--- config.mk ---
export PLATFORM = sky130hd
export DESIGN_NAME = pretrig_cell_pointer
export DESIGN_NICKNAME = d
export VERILOG_FILES = /design/src/rtl/cellptr_pkg.sv /design/src/rtl/cellptr_tick.sv /design/src/rtl/cellptr_ring.sv /design/src/rtl/cellptr_satcnt.sv /design/src/rtl/pretrig_cell_pointer.sv
export SDC_FILE = /design/constraint.sdc
export NUM_CORES = 1
export LEC_CHECK = 0
export BUFFER_PORTS_ARGS = -buffer_cell sky130_fd_sc_hd__buf_2
export CAP_MARGIN = 20
export CORE_ASPECT_RATIO = 0.75
export CORE_MARGIN = 4
export CORE_UTILIZATION = 50
export CTS_CLUSTER_DIAMETER = 200
export CTS_CLUSTER_SIZE = 14
export DETAILED_ROUTE_END_ITERATION = 10
export MAX_ROUTING_LAYER = met4
export PLACE_DENSITY = 0.76
export SETUP_SLACK_MARGIN = 0.4
export SLEW_MARGIN = 20
export SYNTH_ARGS = -nofsm -noshare
export SYNTH_HDL_FRONTEND = slang
export SYNTH_SLANG_ARGS = --single-unit
--- constraint.sdc ---
create_clock -name clk -period 2.25 [get_ports clk]
set_input_delay 0.225 -clock clk [delete_from_list [all_inputs] [get_ports clk]]
set_output_delay 0.225 -clock clk [all_outputs]
set_load 0.1 [all_outputs]
--- src/rtl/cellptr_pkg.sv ---
// Shared types for the pretrigger cell pointer controller.
// Assumes nothing beyond a two-bit state encoding.
package cellptr_pkg;

    // Controller phase: continuous sampling, readout, or holding for re-arm
    typedef enum logic [1:0] {
        ST_ARMED = 2'd0,
        ST_READ  = 2'd1,
        ST_HOLD  = 2'd2
    } cp_state_e;

endpackage

--- src/rtl/cellptr_tick.sv ---
// Sampling tick divider: emits a one-cycle pulse every DIV cycles while en is high.
// Assumes DIV >= 2; the count restarts from zero whenever en is low.
module cellptr_tick #(
    parameter int DIV = 10,
    localparam int CW = (DIV > 1) ? $clog2(DIV) : 1
) (
    input  logic clk,
    input  logic rst_n,
    input  logic en,
    output logic pulse_o
);

    logic [CW-1:0] cnt_q;

    // Count armed cycles and wrap at the end of each sampling period
    always_ff @(posedge clk) begin
        if (!rst_n || !en) begin
            cnt_q <= '0;
        end else if (cnt_q == CW'(DIV - 1)) begin
            cnt_q <= '0;
        end else begin
            cnt_q <= cnt_q + 1'b1;
        end
    end

    // Pulse in the last cycle of each period
    assign pulse_o = en && (cnt_q == CW'(DIV - 1));


    tick_single_chk: assert property (@(posedge clk) disable iff (!rst_n)
        pulse_o |=> !pulse_o);

endmodule

--- src/rtl/cellptr_ring.sv ---
// Circular cell pointer: loads a value or advances by one, wrapping at DEPTH-1.
// Assumes load_val < DEPTH; load has priority over advance.
module cellptr_ring #(
    parameter int DEPTH = 512,
    localparam int AW = $clog2(DEPTH)
) (
    input  logic          clk,
    input  logic          rst_n,
    input  logic          load,
    input  logic [AW-1:0] load_val,
    input  logic          adv,
    output logic [AW-1:0] ptr_o
);

    logic [AW-1:0] ptr_q;

    // Hold, load or step the pointer around the ring
    always_ff @(posedge clk) begin
        if (!rst_n) begin
            ptr_q <= '0;
        end else if (load) begin
            ptr_q <= load_val;
        end else if (adv) begin
            ptr_q <= (ptr_q == AW'(DEPTH - 1)) ? '0 : ptr_q + 1'b1;
        end
    end

    assign ptr_o = ptr_q;


    ring_wrap_chk: assert property (@(posedge clk) disable iff (!rst_n)
        (adv && !load && ptr_q == AW'(DEPTH - 1)) |=> (ptr_q == '0));

endmodule

--- src/rtl/cellptr_satcnt.sv ---
// Saturating event counter that stops at its all-ones value.
// Assumes inc is a single-cycle-per-event level; cleared only by reset.
module cellptr_satcnt #(
    parameter int W = 4
) (
    input  logic         clk,
    input  logic         rst_n,
    input  logic         inc,
    output logic [W-1:0] cnt_o
);

    logic [W-1:0] cnt_q;

    // Increment per event until the maximum is reached
    always_ff @(posedge clk) begin
        if (!rst_n) begin
            cnt_q <= '0;
        end else if (inc && (cnt_q != {W{1'b1}})) begin
            cnt_q <= cnt_q + 1'b1;
        end
    end

    assign cnt_o = cnt_q;


    satcnt_step_chk: assert property (@(posedge clk) disable iff (!rst_n)
        (inc && cnt_q != {W{1'b1}}) |=> (cnt_q == $past(cnt_q) + 1'b1));


    satcnt_hold_chk: assert property (@(posedge clk) disable iff (!rst_n)
        (cnt_q == {W{1'b1}}) |=> (cnt_q == {W{1'b1}}));

endmodule

--- src/rtl/pretrig_cell_pointer.sv ---
// Pretrigger circular sample pointer controller.
// Samples continuously into a ring of DEPTH cells, freezes on a trigger, rewinds
// by a clamped lookback, reads rd_len cells forward and waits for re-arm.
// Assumes trig_i/rearm_i are synchronous; lookback_i and rd_len_i are valid with trig_i.
module pretrig_cell_pointer
    import cellptr_pkg::*;
#(
    parameter int DEPTH    = 512,
    parameter int TICK_DIV = 10,
    parameter int LOST_W   = 4,
    localparam int AW = $clog2(DEPTH),
    localparam int LW = AW + 1
) (
    input  logic          clk,
    input  logic          rst_n,
    input  logic          trig_i,
    input  logic [LW-1:0] lookback_i,
    input  logic [LW-1:0] rd_len_i,
    input  logic          rearm_i,
    output logic [AW-1:0] cell_addr_o,
    output logic          sample_en_o,
    output logic          rd_valid_o,
    output logic          busy_o,
    output logic [LOST_W-1:0] lost_trig_o
);

    cp_state_e     state_q, state_d;
    logic          armed, trig_take, tick_pulse;
    logic [AW-1:0] wptr, rptr, start_ptr;
    logic [LW-1:0] lb_clamped, rew_sum, remain_q;

    assign armed     = (state_q == ST_ARMED);
    assign trig_take = armed && trig_i;
    assign busy_o    = !armed;
    assign rd_valid_o = (state_q == ST_READ);

    cellptr_tick #(.DIV(TICK_DIV)) tick_i (
        .clk(clk), .rst_n(rst_n), .en(armed), .pulse_o(tick_pulse)
    );

    // A trigger in the tick cycle wins: the strobe is withheld at once
    assign sample_en_o = tick_pulse && !trig_i;

    cellptr_ring #(.DEPTH(DEPTH)) wptr_i (
        .clk(clk), .rst_n(rst_n), .load(1'b0), .load_val('0),
        .adv(sample_en_o), .ptr_o(wptr)
    );

    // Clamp the lookback and subtract it modulo DEPTH
    always_comb begin
        lb_clamped = (lookback_i >= LW'(DEPTH)) ? LW'(DEPTH - 1) : lookback_i;
        rew_sum    = {1'b0, wptr} + LW'(DEPTH) - lb_clamped;
        if (rew_sum >= LW'(DEPTH)) begin
            rew_sum = rew_sum - LW'(DEPTH);
        end
        start_ptr = rew_sum[AW-1:0];
    end

    cellptr_ring #(.DEPTH(DEPTH)) rptr_i (
        .clk(clk), .rst_n(rst_n), .load(trig_take), .load_val(start_ptr),
        .adv(rd_valid_o), .ptr_o(rptr)
    );

    // Track cells still to be read in this readout
    always_ff @(posedge clk) begin
        if (!rst_n) begin
            remain_q <= '0;
        end else if (trig_take) begin
            remain_q <= rd_len_i;
        end else if (rd_valid_o) begin
            remain_q <= remain_q - 1'b1;
        end
    end

    // Phase sequencing: armed -> read -> hold -> armed
    always_comb begin
        state_d = state_q;
        unique case (state_q)
            ST_ARMED: if (trig_i) state_d = (rd_len_i == '0) ? ST_HOLD : ST_READ;
            ST_READ:  if (remain_q == LW'(1)) state_d = ST_HOLD;
            ST_HOLD:  if (rearm_i) state_d = ST_ARMED;
            default:  state_d = ST_HOLD;
        endcase
    end

    // Phase register
    always_ff @(posedge clk) begin
        if (!rst_n) begin
            state_q <= ST_ARMED;
        end else begin
            state_q <= state_d;
        end
    end

    // Address mux: write side while armed, read side otherwise
    assign cell_addr_o = armed ? wptr : rptr;

    cellptr_satcnt #(.W(LOST_W)) lost_i (
        .clk(clk), .rst_n(rst_n), .inc(busy_o && trig_i), .cnt_o(lost_trig_o)
    );


    trig_freeze_chk: assert property (@(posedge clk) disable iff (!rst_n)
        (trig_i && !busy_o) |=> busy_o);


    no_strobe_busy_chk: assert property (@(posedge clk) disable iff (!rst_n)
        $rose(busy_o) |-> !$past(sample_en_o));


    read_step_chk: assert property (@(posedge clk) disable iff (!rst_n)
        (rd_valid_o && $past(rd_valid_o)) |->
        (int'(cell_addr_o) == (int'($past(cell_addr_o)) + 1) % DEPTH));


    rearm_ignored_chk: assert property (@(posedge clk) disable iff (!rst_n)
        (rd_valid_o && rearm_i) |=> busy_o);


    valid_busy_chk: assert property (@(posedge clk) disable iff (!rst_n)
        rd_valid_o |-> busy_o);

endmodule

Word-level counts from Yosys, hierarchy flattened

Cells that the tools add are included.

Bits in registers: 38
Input port bits: 24
Output and inout port bits: 16
Word-level logic and storage cells: 54

Add/sub/neg operators: 8
$lt $le $gt $ge: 2
Equal/unequal tests: 10
Multiplexer cells: 14
Reductions and logical operators: 14

Operator list:

| cell                    | count |
|---|---|
| $mux W9                 | 6 |
| $mux W10                | 3 |
| $ge A10 B10 Y1 const B  | 2 |
| $add A9 B1 Y9 const B   | 2 |
| $eq A9 B9 Y1 const B    | 2 |
| $add A9 B10 Y10 const B | 1 |
| $eq A10 B1 Y1 const B   | 1 |
| $logic_not A10 Y1       | 1 |
| $sub A10 B1 Y10 const B | 1 |
| $sub A10 B10 Y10        | 1 |
| $sub A9 B1 Y9 const B   | 1 |
| $add A4 B1 Y4 const B   | 2 |
| $mux W2                 | 4 |
| $pmux W2 S3             | 1 |
| $logic_and A1 B1 Y1     | 5 |
| $eq A4 B4 Y1 const B    | 1 |
| $ne A2 B2 Y1 const B    | 2 |
| $ne A4 B4 Y1 const B    | 1 |
| $logic_not A1 Y1        | 3 |
| $reduce_and A3 Y1       | 1 |
| $eq A2 B1 Y1 const B    | 1 |
| $eq A2 B2 Y1 const B    | 1 |
| $logic_not A2 Y1        | 1 |
| $ne A2 B1 Y1 const B    | 1 |
| other kinds (3)         | 3 |

Depth between registers and ports, before layout

Depth after elaboration: 6
Depth in mapped cells: 10

Modules after synthesis

Synthesis repeated with hierarchy kept, for this count alone.

Cells, all modules: 353
Area total of the unflattened synthesis: 2879.0 sq um

By module, submodules not included:

| module               | instances | cells an instance | area each (sq um) | seq. area each (sq um) |
|---|---|---|---|---|
| pretrig_cell_pointer | 1         | 168               | 1261.2            | 240.2 |
| cellptr_ring         | 2         | 73                | 621.8             | 180.2 |
| cellptr_satcnt       | 1         | 22                | 196.4             | 80.1 |
| cellptr_tick         | 1         | 17                | 177.7             | 80.1 |

Least setup slack after synthesis

Ideal clock, no wire load.

Path type: reg2out
Start: register state_q[1]
End: output port cell_addr_o[1]
Arrival time: 2.953 ns
Slack: -0.928 ns
Cell stages (with the launch flop): 5
Path buffers: 1
Path through: dfxtp_1 -> buf_6 -> nor2_4 -> inv_2 -> o21ai_0

Longest elaborated chain between the ends: 2

RTL lines:

| item                     | RTL line                   | text |
|---|---|---|
| start: declaration       | pretrig_cell_pointer.sv:27 | `cp_state_e state_q, state_d;` |
| start signal: assignment | pretrig_cell_pointer.sv:91 | `state_q <= state_d;` |
| $logic_not A2 Y1         | pretrig_cell_pointer.sv:32 | `assign armed = (state_q == ST_ARMED);` |
| $mux W9                  | pretrig_cell_pointer.sv:96 | `assign cell_addr_o = armed ? wptr : rptr;` |
| end: declaration         | pretrig_cell_pointer.sv:20 | `output logic [AW-1:0] cell_addr_o,` |

No other way between the ends.

Worst setup path in the final report

Start: register wptr_i.ptr_q[0], in the netlist wptr_i.ptr_o[0]
End: register rptr_i.ptr_q[6], in the netlist rptr_i.ptr_o[6]

Longest elaborated chain between the ends: 5
Elaborated cells on any way between the ends: 6
Classes of those cells: add/sub (3); order compare (1); mux (2)

RTL lines:

| item                                                   | RTL line                                               | text |
|---|---|---|
| start: declaration                                     | cellptr_ring.sv:15                                     | `logic [AW-1:0] ptr_q;` |
| start signal: assignment                               | cellptr_ring.sv:22                                     | `ptr_q <= load_val;` |
| start signal: assignment                               | cellptr_ring.sv:24                                     | `ptr_q <= (ptr_q == AW'(DEPTH - 1)) ? '0 : ptr_q + 1'b1;` |
| $add A9 B10 Y10 (*)                                    | pretrig_cell_pointer.sv:52                             | `rew_sum = {1'b0, wptr} + LW'(DEPTH) - lb_clamped;` |
| $sub A10 B10 Y10 (*)                                   | pretrig_cell_pointer.sv:52                             |  |
| $sub A9 B1 Y9 / $ge A10 B10 Y1 (equally long branches) | pretrig_cell_pointer.sv:54, pretrig_cell_pointer.sv:53 |  |
| $mux W9 (*)                                            | pretrig_cell_pointer.sv:53                             | `if (rew_sum >= LW'(DEPTH)) begin` |
| $mux W9 (*)                                            | cellptr_ring.sv:21                                     | `end else if (load) begin` |
| end signal: assignment                                 | cellptr_ring.sv:22                                     |  |
| end signal: assignment                                 | cellptr_ring.sv:24                                     |  |
| end: declaration                                       | cellptr_ring.sv:15                                     |  |

Mark *: on every way between the ends. The rest lies on a longest branch, timed or not.
A chain may end at the register's enable or synchronous reset.

==> out/metrics.csv <==
metric,value,unit
crit_arrival,2.18,ns
portBuffers,39,
synth_cells,302,
r2r_slack,0.31,ns
grt_pass1_vias,2345,
crit_fanout,3,
first_pass_iters,4,
drv_cap,0,
synth_edf_count,0,
worst-path-buf-inv,1,
dieArea,6250,um2
grt_pass1_wl,11.3,mm
drt_iter0_markers,211,
synthArstFlopShare,0,%
syn_nets,344,
r2r_end,rptr_i.ptr_o[6],
fmax,0.515,GHz
row_count,22,
crit_family,compound AO/OA/AOI/OAI gates,
antenna_found_initial,0,
antennaDiodeCount,0,
synth-main-ff-cell,dfxtp_1,
ys_warn_count,0,
drive_above_1_share,35.4,%
netlist_top_cells_count,"38 x dfxtp_1, 29 x nor2_1, 24 x o21ai_0",
finalWorstSetupSlack,0.307,ns
cts_made_buffers,5,
finalHoldViolCount,0,
cts_sinks,38,
slew_viol_final,0,
min_period_over_period,86.4,%
clk_latency,0.29,ns
endpoint,rptr_i.ptr_o[6],
synth_cell_types,60,
multiInputGateArea,1850,um2
drt-vias-per-instance,6.01,
synth_seq_cells,38,
die_h,69.5,um
final_nets,394,
ys_seq_area_share,30.2,%
required,2.49,ns
gr-total-overflow,0,
clkTransAtPathRegs,0.08,ns
peakVddDrop,0.450,mV
grt_max_degree,34,
wl_per_cell,16.6,um
postRouteAntennaNets,0,
via_count,2484,
core-area,4870,um2
p_per_area,614,nW/um2
dp_hpwl,4.74,mm
netlist_area,2520,um2
htree_levels,2,
hp-class,in2reg,
finalClockSkew,0.00889,ns
rsz0062_at_grt,yes,
drc,0,
setup_violations,0,
cp-end-kind,flip-flop,
place_ws,0.0487,ns
total_power,2.01,mW
crit_chain,inv_2 > ha_4 > fa_2 > nor2b_4 > o31a_1 > o21a_1 > nor2_2 > nor4b_2 > a221o_1,
finalWirelength,6.84,mm
globalplace.congestion,0.840,
yosysTopAreaCell,dfxtp_1,
grt_usage,22.4,%
syn_avg_cell_area,8.35,um2
critPathKind,reg2reg,
status,"complete, no violations",
slowest_delay,0.36,ns
worst_pin_slew,0.555,ns
hold_buffers,0,
cellLeakagePower,1.34,nW
cts_buffer_depth,2,
fillCellCount,370,
hold_depth,3,
relSlewSlack,63.0,%
yosys.area.top_type_share,30.2,%
die_w,90.0,um
ff2ff_path_depth,9,
crit_start,wptr_i.ptr_o[0],
clockRootBuffer,clkbuf_8,
area_delta_synth_final,30.0,%
cp_num_cells,9,
critPathSlowestCell,fa_2,
critPathLaunchType,flip-flop,
fin_crit,1.94,ns
pin_count,40,
r2r_start,wptr_i.ptr_o[0],
regArea,788,um2
start_util,51.7,%
yosysMostFrequentCell,dfxtp_1,
cts_tree,done,
ys_top_cells_by_area,"dfxtp_1 30%, ha_1 8.4%, o21ai_0 4.8%",
## worst register-to-register path, cell delays in order (launching register included)
cell and delay, ns:
dfxtp_2 0.34, inv_2 0.04, ha_4 0.15, fa_2 0.37, nor2b_4 0.14, o31a_1 0.21, o21a_1 0.15, nor2_2 0.05
nor4b_2 0.28, a221o_1 0.16
## cell families (layout without fill, tap and decap cells)
kind of cell / count (synthesis) / in the layout / synth area share (%)
AO/OA/AOI/OAI: 77 / 77 / 20.0
AND/OR/NAND/NOR: 116 / 117 / 25.9
buffers and inverters: 26 / 76 / 4.37
adder cells (fa/ha/maj): 18 / 18 / 9.23
multiplexers: 12 / 12 / 5.16
flip-flops: 38 / 38 / 30.2
XOR/XNOR: 15 / 15 / 5.21
## state kept, by name (all words and copies together), names as in the netlist
name          count
tick_i.cnt_q      4
remain_q         10
wptr_i.ptr_o      9
lost_i.cnt_o      4
state_q           2
rptr_i.ptr_o      9
## layout by cell type, fill, tap and decap left out, types with 5 or more instances in the layout
master	count
dfxtp_2	10
xnor2_1	8
o21a_1	5
inv_1	9
ha_1	10
buf_2	29
dfxtp_1	24
nand3_1	7
nor2_1	27
xor2_1	7
a21oi_1	15
clkbuf_8	8
o21ai_0	20
buf_4	18
nand2_1	18
and2_1	6
ha_4	7
nand4_1	5
nor3_1	8
mux2_2	8
## where the power goes
part | leakage [nW] | total [mW] | switching, mW | internal [mW]
sequential | 0.318 | 0.810 | 0.0790 | 0.731
combinational | 0.960 | 0.636 | 0.392 | 0.244
clock | 0.0575 | 0.565 | 0.255 | 0.310
total | 1.34 | 2.01 | 0.726 | 1.29
## per-layer routing
metal | up-vias | wire [um] | global-route usage [%]
li1 | 1207 | - | -
met1 | 1157 | 3210 | 32.4
met2 | 106 | 2990 | 32.3
met3 | 14 | 550 | 4.45
met4 | 0 | 88 | 5.09
met5 | - | 0 | -
## repair_timing
item | in CTS | in global routing
resized for setup | 32 | 26
cloned | 1 | 0
pin swaps | 12 | 10
setup endpoints to repair | 23 | 19
buffers inserted | 7 | 2
## worst min-delay path by stage
stage	slack, ns	from	to
final	0.24	rd_len_i[4]	remain_q[4]
after global routing	0.23	rd_len_i[4]	remain_q[4]
after CTS	0.23	rd_len_i[4]	remain_q[4]
after detailed placement	0.46	tick_i.cnt_q[0]	tick_i.cnt_q[0]
after global placement	0.46	tick_i.cnt_q[0]	tick_i.cnt_q[0]
after floorplan	0.42	rd_len_i[4]	remain_q[4]
## stage by stage
step / setup TNS [ns] / hold WS [ns] / instances / instance area, um2 / utilization [%]
3_5_place_dp: 0 / 0.463 / 395 / 2870 / 59.0
4_1_cts: 0 / 0.232 / 411 / 3170 / 65.0
2_1_floorplan: -0.588 / 0.418 / 302 / 2610 / -
3_3_place_gp: 0 / 0.456 / 395 / 2870 / 59.0
6_report: 0 / 0.238 / 413 / 3280 / 67.3
5_1_grt: 0 / 0.233 / 413 / 3280 / 67.3
## layout make-up
type | count | share of cell area [%]
timing repair buffer | 55 | 12.0
multi-input combinational | 239 | 56.6
tap | 60 | 2.29
clock buffer | 8 | 3.36
inverter | 13 | 1.72
sequential | 38 | 24.1
Power figures use the tool's default switching activity.
